$ cat src/rtl/upa_pkg.sv
package upa_pkg;
  typedef enum logic [1:0] {
    FLT_NONE    = 2'b00,
    FLT_REGWIN  = 2'b01,
    FLT_IOFETCH = 2'b10
  } upa_fault_e;
endpackage

$ cat src/rtl/upa_classify.sv
module upa_classify
  import upa_pkg::*;
#(
  parameter int PA_W    = 44,
  parameter int UNC_BIT = 43,
  parameter int WIN_HI  = 42,
  parameter int WIN_LO  = 40,
  parameter int WIN_VAL = 7
) (
  input  logic [PA_W-1:0] paddr,
  input  logic            fetch,
  output logic            uncached,
  output logic            in_window,
  output upa_fault_e      fault
);
  localparam int WIN_W = WIN_HI - WIN_LO + 1;
  localparam logic [WIN_W-1:0] WIN_KEY = WIN_W'(WIN_VAL);

  always_comb begin
    uncached  = paddr[UNC_BIT];
    in_window = uncached && (paddr[WIN_HI:WIN_LO] == WIN_KEY);
    // window fault wins over the fetch fault
    if (in_window)            fault = FLT_REGWIN;
    else if (uncached && fetch) fault = FLT_IOFETCH;
    else                      fault = FLT_NONE;
  end
endmodule

$ cat src/rtl/upa_strip.sv
module upa_strip #(
  parameter int PA_W   = 44,
  parameter int CLR_HI = 42,
  parameter int CLR_LO = 35
) (
  input  logic [PA_W-1:0] paddr_in,
  input  logic            strip_en,
  output logic [PA_W-1:0] paddr_out
);
  localparam logic [PA_W-1:0] CLR_MASK =
    (PA_W'(1) << (CLR_HI + 1)) - (PA_W'(1) << CLR_LO);

  always_comb begin
    paddr_out = strip_en ? (paddr_in & ~CLR_MASK) : paddr_in;
  end
endmodule

$ cat src/rtl/upa_filter.sv
module upa_filter
  import upa_pkg::*;
#(
  parameter int PA_W         = 44,
  parameter int UNC_BIT      = 43,
  parameter int CLR_HI       = 42,
  parameter int CLR_LO       = 35,
  parameter int WIN_HI       = 42,
  parameter int WIN_LO       = 40,
  parameter int WIN_VAL      = 7,
  parameter bit REGISTER_OUT = 1'b1
) (
  input  logic            clk,
  input  logic            rst_n,
  input  logic            in_valid,
  input  logic [PA_W-1:0] in_paddr,
  input  logic            in_fetch,
  output logic            out_valid,
  output logic [PA_W-1:0] out_paddr,
  output logic            out_uncacheable,
  output logic            out_strict,
  output logic [1:0]      out_fault
);
  logic            c_uncached;
  logic            c_window;
  upa_fault_e      c_fault;
  logic [PA_W-1:0] c_paddr;
  logic            c_flag;

  upa_classify #(
    .PA_W(PA_W), .UNC_BIT(UNC_BIT), .WIN_HI(WIN_HI), .WIN_LO(WIN_LO), .WIN_VAL(WIN_VAL)
  ) u_classify (
    .paddr(in_paddr), .fetch(in_fetch),
    .uncached(c_uncached), .in_window(c_window), .fault(c_fault)
  );

  assign c_flag = c_uncached && !c_window;

  upa_strip #(.PA_W(PA_W), .CLR_HI(CLR_HI), .CLR_LO(CLR_LO)) u_strip (
    .paddr_in(in_paddr), .strip_en(c_flag), .paddr_out(c_paddr)
  );

  generate
    if (REGISTER_OUT) begin : g_reg
      logic            valid_q, valid_d;
      logic [PA_W-1:0] paddr_q, paddr_d;
      logic            unc_q, unc_d;
      logic [1:0]      fault_q, fault_d;

      always_comb begin
        valid_d = in_valid;
        paddr_d = paddr_q;
        unc_d   = 1'b0;
        fault_d = FLT_NONE;
        if (in_valid) begin
          paddr_d = c_paddr;
          unc_d   = c_flag;
          fault_d = c_fault;
        end
      end

      always_ff @(posedge clk or negedge rst_n) begin
        if (!rst_n) begin
          valid_q <= 1'b0;
          paddr_q <= '0;
          unc_q   <= 1'b0;
          fault_q <= FLT_NONE;
        end else begin
          valid_q <= valid_d;
          paddr_q <= paddr_d;
          unc_q   <= unc_d;
          fault_q <= fault_d;
        end
      end

      assign out_valid       = valid_q;
      assign out_paddr       = paddr_q;
      assign out_uncacheable = unc_q;
      assign out_strict      = unc_q;
      assign out_fault       = fault_q;

      a_r7_valid_delay: assert property (@(posedge clk) disable iff (!rst_n)
        out_valid == $past(in_valid));

      a_r1_passthrough: assert property (@(posedge clk) disable iff (!rst_n)
        (in_valid && !in_paddr[UNC_BIT]) |=>
          (out_paddr == $past(in_paddr) && !out_uncacheable && out_fault == 2'b00));

      a_r2_window_fault: assert property (@(posedge clk) disable iff (!rst_n)
        (in_valid && in_paddr[UNC_BIT] && in_paddr[WIN_HI:WIN_LO] == (WIN_HI-WIN_LO+1)'(WIN_VAL))
          |=> (out_fault == 2'b01 && !out_uncacheable && out_paddr == $past(in_paddr)));

      a_r5_fetch_fault: assert property (@(posedge clk) disable iff (!rst_n)
        (in_valid && in_fetch && in_paddr[UNC_BIT]
          && in_paddr[WIN_HI:WIN_LO] != (WIN_HI-WIN_LO+1)'(WIN_VAL))
          |=> (out_fault == 2'b10 && out_uncacheable && out_strict));

      a_r8_idle_clear: assert property (@(posedge clk) disable iff (!rst_n)
        !in_valid |=> (out_fault == 2'b00 && !out_uncacheable && !out_strict));
    end else begin : g_comb
      assign out_valid       = in_valid;
      assign out_paddr       = c_paddr;
      assign out_uncacheable = in_valid && c_flag;
      assign out_strict      = in_valid && c_flag;
      assign out_fault       = in_valid ? c_fault : FLT_NONE;
    end
  endgenerate
endmodule

$ cat config.mk
export PLATFORM = sky130hd
export DESIGN_NAME = upa_filter
export DESIGN_NICKNAME = d
export VERILOG_FILES = /design/src/rtl/upa_pkg.sv /design/src/rtl/upa_classify.sv /design/src/rtl/upa_strip.sv /design/src/rtl/upa_filter.sv
export SDC_FILE = /design/constraint.sdc
export NUM_CORES = 1
export LEC_CHECK = 0
export BUFFER_PORTS_ARGS = -buffer_cell sky130_fd_sc_hd__buf_2
export CAP_MARGIN = 20
export CORE_MARGIN = 5
export CORE_UTILIZATION = 45
export CTS_CLUSTER_DIAMETER = 200
export DETAILED_ROUTE_END_ITERATION = 10
export GPL_ROUTABILITY_DRIVEN = 1
export PLACE_DENSITY = 0.76
export SYNTH_ARGS = -nofsm -noshare
export SYNTH_HDL_FRONTEND = slang
export SYNTH_SLANG_ARGS = --single-unit
$ cat constraint.sdc
create_clock -name clk -period 1.2 [get_ports clk]
set_clock_uncertainty 0.15 [all_clocks]
set_input_delay 0.06 -clock clk [delete_from_list [all_inputs] [get_ports clk]]
set_output_delay 0.06 -clock clk [all_outputs]
set_load 0.05 [all_outputs]
==> results.py <==
metrics = {
    "status": {
        "status": "finished clean",
    },
    "place": {
        "dpl.hpwl_um": 3040,
        "placed_cell_area_mm2": 0.00247,
        "numPortBuffers": 96,
        "post-place-ws_ns": 0.0375,
        "place_congestion": 0.801,
    },
    "layout": {
        "layout_common_cells": "buf_2 (95), dfrtp_1 (48), dlygate4sd3_1 (47), mux2_4 (30)",
        "fin_area_mm2": 0.00305,
        "fin_util_pct": 74.7,
        "diodes": 0,
        "final_common_cell": "buf_2",
        "finalNetCount": 308,
        "syn2layout_area_growth_pct": 57.1,
        "drive_above_1_share_pct": 54.4,
    },
    "cts": {
        "worstSkewPairLatency_ns": 0.29,
        "numCtsBuffers": 5,
        "clock_sinks": 48,
        "clockRootBuffer": "clkbuf_8",
        "cts_max_path_buffers": 2,
        "htreeDepth": 2,
        "cts_tree": "built",
        "cts_setup_buffers": 0,
        "cts.reportedPaths.clkPinSlew_ns": 0.08,
    },
    "timing": {
        "slew_viol_final": 0,
        "fin_crit_sh_pct": 95.8,
        "tightest_slew_ns": 0.410,
        "worst_slack_ns": 0.0503,
        "min_period_ns": 1.15,
        "grt_setup_unrepaired": "false",
        "fin_setup_tns_ns": 0,
        "finalSetupViolations": 0,
        "hold_viol_final": 0,
        "max_freq_mhz": 870,
        "relSlewSlack_pct": 72.6,
    },
    "routing": {
        "wirelength_um": 5130,
        "post_drt_via_cell_ratio": 4.70,
        "vias": 1462,
        "drt_iter0_drc": 60,
        "wl_per_cell_um": 16.5,
        "drc": 0,
        "drt_first_pass_iters": 4,
        "drtAntennaViolNets": 0,
    },
    "worst_setup_path": {
        "critical_path.top_delay_family": "flip-flops",
        "critPathSlowestCell": "dfrtp_1",
        "worstSetupStartpointType": "register",
        "crit_type": "reg -> out",
        "critPathMaxFanout": 2,
        "cp_num_cells": 1,
        "worstRegToRegCells": 1,
        "crit_chain": "buf_2",
        "slowest_delay_ns": 0.37,
        "cp.arrival_ns": 0.94,
        "crit_required_ns": 0.99,
        "critPathCaptureType": "output pin",
        "cp_num_buf_inv": 1,
    },
    "floorplan": {
        "start_util_pct": 47.6,
        "core_area_mm2": 0.00409,
        "die-area_mm2": 0.00573,
        "rows": 23,
        "die_w_um": 75.7,
        "dieHeight_um": 75.7,
        "ios": 97,
    },
    "synth": {
        "synth_edf_count": 0,
        "synthDistinctLibCells": 15,
        "synthTopCellsByArea": "dfrtp_1 (62%), mux2_4 (23%), mux2i_1 (4.1%)",
        "synth_top_area_share_pct": 61.8,
        "synth_largest_area_cell": "dfrtp_1",
        "syn_area_per_cell_um2": 16.9,
        "synth.cell_area_mm2": 0.00194,
        "ys_seq_elements": 48,
        "ys.flop_type": "dfrtp_1",
        "yosysSeqAreaShare_pct": 61.8,
        "synthCells": 115,
        "synth_nets": 163,
        "ys_warn_count": 0,
        "async_flop_share_pct": 100,
    },
    "power": {
        "power_density_mw_per_mm2": 1400,
        "p_leak_uw": 0.00159,
        "vdd_drop_max_v": 0.000782,
        "finalPower_uw": 4260,
    },
    "global_route": {
        "grt_pass1_wl_um": 7950,
        "grt_max_degree": 49,
        "antenna_found_initial": 0,
        "overflow": 0,
        "grt_usage_pct": 19.1,
        "grt_pass1_vias": 1652,
    },
    "hold_path": {
        "min_path_cells": 4,
        "hold_path.class": "in -> reg",
    },
    "job": {
        "maxCapViolCount": 0,
    },
}
-- cells in the mapped netlist, types with 2 or more instances --
library cell	n
mux2_4	30
buf_6	5
buf_4	2
and2_1	2
mux2i_1	8
a21oi_1	8
mux2_2	5
dfrtp_1	48
-- worst paths after layout --
kind / slack [ns] / startpoint / end
worst min-delay path: 0.09 / in_valid / out_fault[0]$_DFF_PN0_
min in group asynchronous: 0.14 / rst_n / out_paddr[18]$_DFFE_PN0P_
worst max register to register: 0.25 / out_paddr[22]$_DFFE_PN0P_ / out_paddr[22]$_DFFE_PN0P_
worst max-delay path: 0.05 / out_paddr[39]$_DFFE_PN0P_ / out_paddr[39]
max in group asynchronous: 0.55 / rst_n / out_paddr[12]$_DFFE_PN0P_
worst min register to register: 0.36 / out_paddr[16]$_DFFE_PN0P_ / out_paddr[16]$_DFFE_PN0P_
-- stage by stage --
stage,hold WS (ns),instances
3_5_place_dp,-0.0859,256
6_report,0.0885,311
4_1_cts,0.0772,311
5_1_grt,0.0980,311
2_1_floorplan,-0.386,115
3_3_place_gp,-0.0866,256
-- flip-flops by register name, indices dropped and copies added (netlist names) --
name,count
out_fault,2
out_valid,1
out_paddr,44
out_strict,1
-- metal layers --
layer  vias to the layer above  wire, µm  global-route usage, %
met1                       701      1930                   21.4
met3                        11       347                   3.43
met4                         0       124                   8.35
li1                        687         -                      -
met5                         -         0                      0
met2                        63      2730                   35.1
-- cell families after synthesis --
group | after synthesis | synth area share [%]
flops | 48 | 61.8
buf+inv | 9 | 4.06
mux | 43 | 30.2
simple gates | 6 | 1.61
compound gates | 9 | 2.32
-- report_power, final --
part | leakage, µW | total, µW | internal (µW) | switching [µW]
clock | 0.0000552 | 1120 | 618 | 502
sequential | 0.000574 | 1860 | 1770 | 85.7
combinational | 0.000962 | 1290 | 470 | 816
-- layout make-up --
class,instances,area [µm²]
Clock buffer,6,72.6
Clock inverter,2,35.0
Fill cell,254,1030
Inverter,1,3.75
Multi-Input combinational cell,58,664
Sequential cell,48,1200
Tap cell,50,62.6
Timing Repair Buffer,146,1010
-- what timing repair did --
| item | CTS | global route |
|---|---|---|
| setup endpoints to repair | 0 | 2 |
| hold endpoints to repair | 95 | 0 |
| hold buffers | 47 | 0 |
| gates resized for setup | 0 | 2 |
Power figures use the tool's default switching activity.
